`src/rtl/dwalu_pkg.sv`:
```
package dwalu_pkg;
  typedef enum logic [1:0] {
    OP_OR  = 2'd0,
    OP_ADD = 2'd1,
    OP_SUB = 2'd2,
    OP_RSV = 2'd3
  } op_e;

  typedef enum logic [1:0] {
    K_REG32 = 2'd0,
    K_PAIR  = 2'd1,
    K_IMM   = 2'd2,
    K_RSV   = 2'd3
  } kind_e;

  localparam int unsigned NUM_SRC = 2;
endpackage

```
`src/rtl/dwalu_operand_ext.sv`:
```
module dwalu_operand_ext
  import dwalu_pkg::*;
#(
  parameter int unsigned NARROW_W = 32,
  parameter int unsigned WIDE_W   = 40,
  parameter int unsigned IMM_W    = 5
) (
  input  kind_e              kind,
  input  logic [WIDE_W-1:0]  raw,
  output logic [WIDE_W-1:0]  ext,
  output logic               is_pair,
  output logic               bad_kind
);
  localparam int unsigned GUARD_W = WIDE_W - NARROW_W;
  localparam int unsigned IFILL_W = WIDE_W - IMM_W;

  always_comb begin
    ext      = '0;
    is_pair  = 1'b0;
    bad_kind = 1'b0;
    unique case (kind)
      K_REG32: ext = {{GUARD_W{raw[NARROW_W-1]}}, raw[NARROW_W-1:0]};
      K_PAIR: begin
        ext     = raw;
        is_pair = 1'b1;
      end
      K_IMM:   ext = {{IFILL_W{raw[IMM_W-1]}}, raw[IMM_W-1:0]};
      default: bad_kind = 1'b1;
    endcase
  end

  // a short source never sets the guard bits to anything but its sign
  always_comb begin
    if (kind == K_REG32)
      a_r4_sign_fill: assert (ext[WIDE_W-1:NARROW_W] == {GUARD_W{ext[NARROW_W-1]}});
    if (kind == K_IMM)
      a_r3_imm_fill: assert (ext[WIDE_W-1:IMM_W] == {IFILL_W{ext[IMM_W-1]}});
  end
endmodule

```
`src/rtl/dwalu_legal.sv`:
```
module dwalu_legal
  import dwalu_pkg::*;
(
  input  op_e                 op,
  input  logic [NUM_SRC-1:0]  src_pair,
  input  logic [NUM_SRC-1:0]  src_bad,
  input  logic                dst_wide,
  output logic                illegal
);
  logic any_pair;
  logic any_bad;

  assign any_pair = |src_pair;
  assign any_bad  = |src_bad;

  always_comb begin
    illegal = any_bad;
    unique case (op)
      OP_OR:   if (any_pair || dst_wide) illegal = 1'b1;
      OP_ADD,
      OP_SUB:  if (any_pair && !dst_wide) illegal = 1'b1;
      default: illegal = 1'b1;
    endcase
  end
endmodule

```
`src/rtl/dwalu_core.sv`:
```
module dwalu_core
  import dwalu_pkg::*;
#(
  parameter int unsigned NARROW_W = 32,
  parameter int unsigned WIDE_W   = 40
) (
  input  op_e                op,
  input  logic [WIDE_W-1:0]  opa,
  input  logic [WIDE_W-1:0]  opb,
  input  logic               dst_wide,
  output logic [WIDE_W-1:0]  result
);
  localparam int unsigned GUARD_W = WIDE_W - NARROW_W;

  logic [WIDE_W-1:0] full;

  always_comb begin
    unique case (op)
      OP_OR:   full = opa | opb;
      OP_ADD:  full = opa + opb;
      OP_SUB:  full = opa - opb;
      default: full = '0;
    endcase
  end

  assign result = dst_wide ? full : {{GUARD_W{1'b0}}, full[NARROW_W-1:0]};
endmodule

```
`src/rtl/dwalu_top.sv`:
```
module dwalu_top
  import dwalu_pkg::*;
#(
  parameter int unsigned NARROW_W = 32,
  parameter int unsigned WIDE_W   = 40,
  parameter int unsigned IMM_W    = 5
) (
  input  logic              clk,
  input  logic              rst,
  input  logic              start,
  input  logic [1:0]        op_sel,
  input  logic [1:0]        src_a_kind,
  input  logic [WIDE_W-1:0] src_a_data,
  input  logic [1:0]        src_b_kind,
  input  logic [WIDE_W-1:0] src_b_data,
  input  logic              dst_wide,
  output logic              res_valid,
  output logic [WIDE_W-1:0] res_data,
  output logic              res_illegal,
  output logic              res_wide
);
  localparam int unsigned GUARD_W = WIDE_W - NARROW_W;

  kind_e             kinds [NUM_SRC];
  logic [WIDE_W-1:0] raws  [NUM_SRC];
  logic [WIDE_W-1:0] exts  [NUM_SRC];
  logic [NUM_SRC-1:0] pair_v;
  logic [NUM_SRC-1:0] bad_v;

  assign kinds[0] = kind_e'(src_a_kind);
  assign kinds[1] = kind_e'(src_b_kind);
  assign raws[0]  = src_a_data;
  assign raws[1]  = src_b_data;

  for (genvar s = 0; s < NUM_SRC; s++) begin : g_src
    dwalu_operand_ext #(
      .NARROW_W(NARROW_W), .WIDE_W(WIDE_W), .IMM_W(IMM_W)
    ) u_ext (
      .kind     (kinds[s]),
      .raw      (raws[s]),
      .ext      (exts[s]),
      .is_pair  (pair_v[s]),
      .bad_kind (bad_v[s])
    );
  end

  op_e               op;
  logic              illegal_c;
  logic [WIDE_W-1:0] result_c;

  assign op = op_e'(op_sel);

  dwalu_legal u_legal (
    .op       (op),
    .src_pair (pair_v),
    .src_bad  (bad_v),
    .dst_wide (dst_wide),
    .illegal  (illegal_c)
  );

  dwalu_core #(.NARROW_W(NARROW_W), .WIDE_W(WIDE_W)) u_core (
    .op       (op),
    .opa      (exts[0]),
    .opb      (exts[1]),
    .dst_wide (dst_wide),
    .result   (result_c)
  );

  always_ff @(posedge clk) begin
    if (rst) begin
      res_valid   <= 1'b0;
      res_data    <= '0;
      res_illegal <= 1'b0;
      res_wide    <= 1'b0;
    end else begin
      res_valid <= start;
      if (start) begin
        res_data    <= illegal_c ? '0 : result_c;
        res_illegal <= illegal_c;
        res_wide    <= dst_wide;
      end
    end
  end

  a_r2_valid_after_start: assert property (@(posedge clk) disable iff (rst)
    start |=> res_valid);
  a_r2_idle_no_valid: assert property (@(posedge clk) disable iff (rst)
    !start |=> !res_valid);
  a_r8_illegal_zero: assert property (@(posedge clk) disable iff (rst)
    res_illegal |-> (res_data == '0));
  a_r7_narrow_guard_clear: assert property (@(posedge clk) disable iff (rst)
    !res_wide |-> (res_data[WIDE_W-1:NARROW_W] == {GUARD_W{1'b0}}));
  a_r10_wide_echo: assert property (@(posedge clk) disable iff (rst)
    start |=> (res_wide == $past(dst_wide)));
  a_r11_hold: assert property (@(posedge clk) disable iff (rst)
    !start |=> ($stable(res_data) && $stable(res_illegal) && $stable(res_wide)));
endmodule

```
`config.mk`:
```
export PLATFORM = sky130hd
export DESIGN_NAME = dwalu_top
export DESIGN_NICKNAME = d
export VERILOG_FILES = /design/src/rtl/dwalu_pkg.sv /design/src/rtl/dwalu_operand_ext.sv /design/src/rtl/dwalu_legal.sv /design/src/rtl/dwalu_core.sv /design/src/rtl/dwalu_top.sv
export SDC_FILE = /design/constraint.sdc
export NUM_CORES = 1
export LEC_CHECK = 0
export ABC_AREA = 1
export BUFFER_PORTS_ARGS = -buffer_cell sky130_fd_sc_hd__buf_2
export CAP_MARGIN = 5
export CORE_MARGIN = 2
export CORE_UTILIZATION = 45
export CTS_CLUSTER_SIZE = 24
export DETAILED_ROUTE_END_ITERATION = 6
export PLACE_DENSITY = 0.76
export SYNTH_ARGS = -nofsm -noshare
export SYNTH_HDL_FRONTEND = slang
export SYNTH_SLANG_ARGS = --single-unit
```
`constraint.sdc`:
```
create_clock -name clk -period 4.8 [get_ports clk]
set_clock_uncertainty 0.2 [all_clocks]
set_input_delay 0 -clock clk [delete_from_list [all_inputs] [get_ports clk]]
set_output_delay 0 -clock clk [all_outputs]
set_load 0.03 [all_outputs]
```
Yosys cells after proc, flatten, opt, wreduce, memory -nomap -nowiden. Cells that the tools add are included.

Flip-flop bits (word level): 43. Word-level logic and storage cells: 36. Input port bits: 90. Output and inout port bits: 43.

Bitwise logic cells: 1. Reduce and logical (&&, ||, !) cells: 11. Muxes and demuxes: 12. Equality and inequality tests: 6. Add/sub/neg operators: 2.

Operators with widths (number): one-hot mux 40 bit (3 select lines) (3); two-way mux 40 bit (2); adder 40 bit (1); bitwise OR 40 bit (1); subtractor 40 bit (1); equality test 2 x 1 -> 1 bit (second input constant) (3); equality test 2 bit (second input constant) (3); logical NOT 2 bit (3); two-way mux 1 bit (6); OR reduction 2 bit (3); OR reduction 3 bit (2); one-hot mux 1 bit (2 select lines) (1); logical AND 1 bit (1); logical NOT 1 bit (1); logical OR 1 bit (1).

Logic depth before layout (Yosys ltp). Gate-level depths: netlist of run 1.

Depth after elaboration: 7. Depth in mapped cells: 31.

Modules after synthesis. A second synthesis of run 1 with hierarchy kept.

Cells, all modules: 1349. Area total of the unflattened synthesis: 7464.7 sq um.

Modules (own cells, without submodules): dwalu_core (instances 1, area an instance 4855.9 sq um, sequential area each 0.0 sq um, cells an instance 962); dwalu_top (instances 1, area an instance 1585.3 sq um, sequential area each 860.8 sq um, cells an instance 190); dwalu_operand_ext (instances 2, area an instance 488.0 sq um, sequential area each 0.0 sq um, cells an instance 94); dwalu_legal (instances 1, area an instance 47.5 sq um, sequential area each 0.0 sq um, cells an instance 9).

Worst setup path after synthesis of run 1. No wires, ideal clock.

Path kind: input-to-reg. Start point: in src_b_kind[0]. End point: reg res_data[27]. Required time: 4.468 ns. Stages on the path: 23. Arrival time: 2.669 ns. Path slack: 1.799 ns. Path through: inv_2 -> nand3_4 -> buf_6 -> nand2_1 -> nor3_2 -> nand2_1 -> nor2_1 -> nand2_1 -> nor2_2 -> nor2_2 -> a21oi_4 -> o21ai_2 -> xor2_1 -> ha_1 -> a21oi_1 -> o21ai_0 -> a21oi_1 -> nand3_1 -> or2_2 -> nand3_1 -> nand2_1 -> nand2_1 -> a21oi_1.

Longest elaborated chain between the ends: 7.

RTL lines: start, declared (line dwalu_top.sv:14) `input logic [1:0] src_b_kind,`; branches (longest 6 deep; another with subtractor 40 bit); two-way mux 40 bit (*) (line dwalu_top.sv:78) `res_data <= illegal_c ? '0 : result_c;`; end signal, assigned (line dwalu_top.sv:78); end, declared (line dwalu_top.sv:18) `output logic [WIDE_W-1:0] res_data,`.

Mark *: on every way between the ends. A chain may end at the register's enable or synchronous reset.

Worst setup path in the final report of run 1.
Start point: in src_b_kind[0]. End point: reg res_data[36].

Same word-level chain as after synthesis.

==> results.json, run 1 <==
{
  "status": "finished clean",
  "synth_largest_area_cell": "nand2_1",
  "die_area_um2": 15600,
  "ios": 133,
  "clkSinkCount": 43,
  "syn_to_final_growth_pct": 15.6,
  "syn_avg_cell_area_um2": 5.43,
  "grt.total_usage_pct": 30.7,
  "syn_nets": 1348,
  "hold_violations": 0,
  "drtAntennaViolNets": 0,
  "cts_buffers": 5,
  "leakagePower_nw": 4.16,
  "setup_violations": 0,
  "start_util_pct": 45.7,
  "die_x_um": 125,
  "synth_edf_count": 0,
  "preCtsSetupSlack_ns": 0.524,
  "route.detailed.drc": 0,
  "wl_per_cell_um": 16.1,
  "use_met1_pct": 46.3,
  "grt_pass1_wl_um": 38900,
  "insertion_delay_ns": 0.28,
  "crit_arrival_ns": 4.07,
  "grt_max_degree": 44,
  "crit_buf_inv": 4,
  "path_clk_slew_ns": 0.06,
  "tns_ns": 0,
  "crit_top_cell": "nand2_1",
  "synth_common_cells": "431 x nand2_1, 121 x inv_1, 114 x nor2_1, 113 x o21ai_0, 99 x a21oi_1",
  "core.rowCount": 44,
  "cp_top_family": "simple AND/OR/NAND/NOR gates",
  "async_flop_share_pct": 0,
  "tightest_slew_ns": 1.23,
  "min-delay-path-class": "in -> reg",
  "globalplace.congestion": 1.03,
  "synth_warnings": 0,
  "fmaxAchievable_mhz": 242,
  "crit_path_end_kind": "flip-flop",
  "path_depth": 28,
  "crit_fanout": 26,
  "grt-busiest-layer": "met1",
  "htree_levels": 2,
  "min_period_over_period_pct": 86.2,
  "reg2reg_from": "res_wide",
  "rr_worst_depth": 3,
  "synth.top_cell.area_share_pct": 24.6,
  "synthFlopType": "dfxtp_1",
  "dr.pass1.iters": 7,
  "ys_ff_latch": 43,
  "cp.required_ns": 4.73,
  "dp.cells": 1506,
  "met3_usage_pct": 3.17,
  "drtIter0Drc": 676,
  "powerDensity_nw_per_um2": 232,
  "cts_tree": "done",
  "yosysMostFrequentCell": "nand2_1",
  "start_kind": "input pin",
  "numPortBuffers": 132,
  "crit_path_max_incr_delay_ns": 0.39,
  "worstHoldStart": "rst",
  "yosysUniqueCellTypes": 41,
  "netlist_instances": 1213,
  "path_class": "in -> reg",
  "holdPathStages": 2,
  "core_um2": 14400,
  "nNetsFinal": 1467,
  "synth.area.top_cells": "nand2_1 25%, dfxtp_1 13%, o21ai_0 8.6%",
  "dp_hpwl_um": 20700,
  "layout.cells.non_filler": 1517,
  "viasPerCell": 5.46,
  "ys_seq_area_share_pct": 13.1,
  "die_y_um": 125,
  "syn_area_um2": 6590,
  "period_minus_slack_ns": 4.14,
  "postPlaceCellArea_um2": 7410,
  "root_buffer": "clkbuf_16",
  "overflow": 0,
  "max-cap-violations": 0,
  "diodes": 0,
  "grt_setup_unrepaired": "false",
  "num_vias": 8285,
  "slowest_stage": "ha_1",
  "relSlewSlack_pct": 16.1,
  "layout-drive-gt1-share_pct": 13.8,
  "startpoint": "src_b_kind[0]",
  "antenna_found_initial": 1,
  "routed_wl_um": 24400,
  "cts_max_path_buffers": 2,
  "gr-usage-met2_pct": 45.0,
  "worst_slack_ns": 0.663,
  "fin_area_um2": 7610,
  "vdd_ir_drop_max_mv": 0.123,
  "slew_viol_final": 0,
  "grt_pass1_vias": 7569,
  "n_fill_cell": 1636
}
-- what timing repair did --
item / 4_1_cts / 5_1_grt
endpoints found under the hold margin: 2 / 0
setup buffers: 0 / 0
gates resized for setup: 0 / 0
hold buffers: 2 / 0
-- sequential cells by signal (all words and copies together), names as in the netlist --
register and flops:
res_valid 1, res_data 40, res_illegal 1, res_wide 1
-- logic make-up after synthesis --
group,after synthesis,share of synthesized area [%]
XOR/XNOR,46,6.12
adder cells (fa/ha/maj),45,8.66
AND/OR/NAND/NOR,679,42.9
buffers and inverters,160,9.75
AO/OA/AOI/OAI,240,19.5
flip-flops,43,13.1
-- where the power goes --
part | switching (W) | leakage [nW] | total [W] | internal (W)
Clock | 0.000126 | 0.0772 | 0.000347 | 0.000221
Combinational | 0.000693 | 3.73 | 0.00104 | 0.000351
Sequential | 0.00000620 | 0.349 | 0.000377 | 0.000371
-- worst register-to-register path: stages (launching register included) --
cell	delay, ns
dfxtp_1	0.33
nor2_1	0.04
a211oi_1	0.16
dlygate4sd3_1	0.58
-- layer usage --
layer / up-vias / wire [um]
li1: 4162 / -
met1: 3670 / 11700
met2: 411 / 9660
met3: 42 / 2250
met4: 0 / 857
met5: - / 0
-- through the flow --
step           util (%)  hold WS [ns]  power (W)
3_3_place_gp       51.4        0.0480    0.00139
2_1_floorplan         -        -0.101    0.00110
6_report           52.8        0.0942    0.00177
3_5_place_dp       51.4        0.0526    0.00139
4_1_cts            52.6        0.0829    0.00174
5_1_grt            52.8         0.116    0.00190
-- final timing paths --
check,endpoint,slack (ns)
hold / removal,res_valid,0.09
hold reg to reg,res_data[28],0.26
setup / recovery,res_data[36],0.66
setup reg to reg,res_wide,3.43
-- cells in the final DEF (no fill, tap or decap), types with 2 or more instances in the layout --
master / netlist / final
nand2_1: 431 / 431
buf_2: 6 / 132
inv_1: 121 / 121
nor2_1: 114 / 114
o21ai_0: 113 / 113
a21oi_1: 99 / 99
nand3_1: 73 / 73
ha_1: 44 / 44
dfxtp_1: 43 / 43
xor2_1: 30 / 30
nand4_1: 18 / 18
xnor2_1: 16 / 16
nor3_1: 11 / 11
buf_4: 1 / 11
nand3b_1: 7 / 7
or2_2: 7 / 7
nand2_2: 6 / 6
o21bai_1: 6 / 6
o21a_1: 6 / 6
nor2_2: 5 / 5
a21o_1: 5 / 5
clkbuf_16: 0 / 5
inv_2: 3 / 3
nor2_4: 2 / 2
a21oi_2: 2 / 2
o21ai_2: 2 / 2
a21boi_0: 2 / 2
clkbuf_8: 0 / 2
dlygate4sd3_1: 0 / 2
-- area by class of cell --
| cell class | count | area (um^2) | area share (%) |
|---|---|---|---|
| multi-input cells | 1010 | 5080 | 66.8 |
| flip-flops and latches | 43 | 861 | 11.3 |
| repair buffers | 147 | 811 | 10.7 |
| inverters | 125 | 469 | 6.16 |
| well taps | 184 | 230 | 3.02 |
| clock buffers | 8 | 156 | 2.05 |
No activity file was read; power rests on OpenSTA's default activity.
==> run 2, diff against run 1 <==
- BUFFER_PORTS_ARGS: -buffer_cell sky130_fd_sc_hd__buf_2 -> -buffer_cell sky130_fd_sc_hd__buf_4
- CORE_UTILIZATION: 45 -> 60
- PLACE_DENSITY: 0.76 -> 0.95
==> run 2 against run 1 <==
Global-route usage is 11 points higher. Critical path depth fell by 3. Highest routed layer unchanged. Sequential power hardly changed. Largest cell class unchanged. Flip-flop and latch count did not move.
==> results.json, run 2 (same netlist as run 1, synthesis figures left out) <==
{
  "status": "finished clean",
  "worstHoldStart": "dst_wide",
  "layout_commonest_cell": "nand2_1",
  "grt_max_degree": 44,
  "num_vias": 8569,
  "grt_setup_unrepaired": "false",
  "min_period_over_period_pct": 78.6,
  "start_util_pct": 61.0,
  "die_y_um": 109,
  "largest-register": "res_data",
  "internal_power_w": 0.000952,
  "insertion_delay_ns": 0.30,
  "antenna_found_initial": 0,
  "overflow": 0,
  "max-cap-violations": 0,
  "power_switching_w": 0.000834,
  "route.detailed.drc": 0,
  "clkPwrFrac_pct": 18.8,
  "dp_hpwl_um": 19800,
  "n_fill_cell": 979,
  "post_cts_resized": 0,
  "path_class": "in -> reg",
  "combinationalPowerShare_pct": 60.1,
  "path_clk_slew_ns": 0.08,
  "ios": 133,
  "die_area_um2": 11800,
  "use_met1_pct": 58.5,
  "htree_levels": 2,
  "tightest_slew_ns": 1.23,
  "grt.total_usage_pct": 41.9,
  "slew_viol_final": 0,
  "drtIter0Drc": 1133,
  "diodes": 0,
  "dr.pass1.iters": 7,
  "core.rowCount": 38,
  "grt_pass1_wl_um": 38600,
  "clkSinkCount": 43,
  "reg2reg_from": "res_wide",
  "min-delay-path-class": "in -> reg",
  "drtAntennaViolNets": 0,
  "startpoint": "src_b_kind[0]",
  "fmaxAchievable_mhz": 265,
  "viasPerCell": 5.83,
  "fin_hold_ws_ns": 0.0231,
  "cts_max_path_buffers": 2,
  "largest_register_ffs": 40,
  "grt_pass1_vias": 7914,
  "layout-drive-gt1-share_pct": 13.6,
  "tns_ns": 0,
  "root_buffer": "clkbuf_8",
  "die_x_um": 109,
  "setup_violations": 0,
  "relSlewSlack_pct": 18.0,
  "syn_to_final_growth_pct": 18.7,
  "core_um2": 10800,
  "leakagePower_nw": 4.20,
  "numPortBuffers": 132,
  "routed_wl_um": 24100,
  "crit_fanout": 28,
  "globalplace.congestion": 1.02,
  "met3_usage_pct": 9.92,
  "hold_violations": 0,
  "cp.required_ns": 4.78,
  "gr-usage-met2_pct": 61.9,
  "crit_path_end_kind": "flip-flop",
  "p_sw_share_pct": 46.7,
  "nNetsFinal": 1465,
  "vdd_ir_drop_max_mv": 0.324,
  "start_kind": "input pin",
  "cts_tree": "done",
  "crit_arrival_ns": 3.75,
  "period_minus_slack_ns": 3.77,
  "most-common-layout-cells": "431 x nand2_1, 141 x buf_4, 121 x inv_1, 114 x nor2_1, 113 x o21ai_0",
  "powerDensity_nw_per_um2": 228,
  "seqPwrFrac_pct": 21.1,
  "wl_per_cell_um": 16.4,
  "grt-busiest-layer": "met2",
  "cts_buffers": 5
}
-- run 2: cell count changes in the layout (fill, tap and decap cells not counted) --
| cell | delta |
|---|---|
| bufinv_16 | +2 |
| clkbuf_16 | -5 |
| buf_16 | -1 |
| buf_2 | -132 |
| buf_12 | -1 |
| clkbuf_8 | +3 |
| buf_4 | +130 |
| clkbuf_2 | +1 |
| dlygate4sd3_1 | +1 |
-- run 2: area by class of cell --
type                            instances  area [um^2]  share of cell area, %
Multi-Input combinational cell       1010         5080                   65.0
Timing Repair Buffer                  145         1090                   14.0
Sequential cell                        43          861                   11.0
Inverter                              125          469                   6.00
Tap cell                              140          175                   2.24
Clock buffer                            6         72.6                  0.929
Clock inverter                          2         60.1                  0.768
-- run 2: repair_timing --
item,4_1_cts,5_1_grt
buffers inserted,0,0
hold buffers,3,0
setup endpoints to repair,0,0
endpoints found under the hold margin,42,0
-- run 2: worst max-delay path, stage by stage --
cell and delay [ns]:
buf_4 0.12, inv_2 0.08, nand3_4 0.22, nand2_1 0.16
nor2_1 0.15, inv_1 0.05, nor2_1 0.16, nand2_1 0.10
nor2_1 0.23, nand2_1 0.12, nor2_2 0.15, nor2_2 0.08
a21oi_4 0.17, o21ai_2 0.08, xnor2_1 0.13, ha_1 0.35
a21oi_1 0.27, o21ai_0 0.19, a21oi_1 0.24, nand3_1 0.14
or2_2 0.29, nand3_1 0.07, nand2_1 0.06, nand2_1 0.07
a21oi_1 0.06
-- run 2: per-layer routing --
layer	up-vias	part of all wire, %
li1	4151	-
met1	3810	43
met2	554	41
met3	54	13
met4	0	3.3
met5	-	0
-- run 2: stage by stage --
step           worst slack [ns]  area [um^2]  total power [W]  std cells  utilization, %
2_1_floorplan              1.80         6590          0.00110       1213               -
3_3_place_gp              0.791         7650          0.00140       1459            70.9
3_5_place_dp              0.791         7650          0.00141       1459            70.9
4_1_cts                    1.11         7810          0.00174       1470            72.4
5_1_grt                   0.646         7820          0.00191       1471            72.4
6_report                   1.03         7820          0.00179       1471            72.4
-- run 2: power groups by stage --
stage / Combinational [W] / Clock (W) / Sequential [W]
after floorplan: 0.000688 / 0 / 0.000412
after global placement: 0.00101 / 0 / 0.000385
after detailed placement: 0.00102 / 0 / 0.000385
after CTS: 0.00103 / 0.000335 / 0.000377
after global routing: 0.00118 / 0.000350 / 0.000379
final: 0.00107 / 0.000335 / 0.000377
-- run 2: final timing paths --
path / slack (ns) / endpoint / depth (start not counted)
max: 1.03 / res_data[27] / 25
min: 0.02 / res_data[35] / 5
max reg2reg: 3.38 / res_wide / 3
min reg2reg: 0.26 / res_data[7] / 2
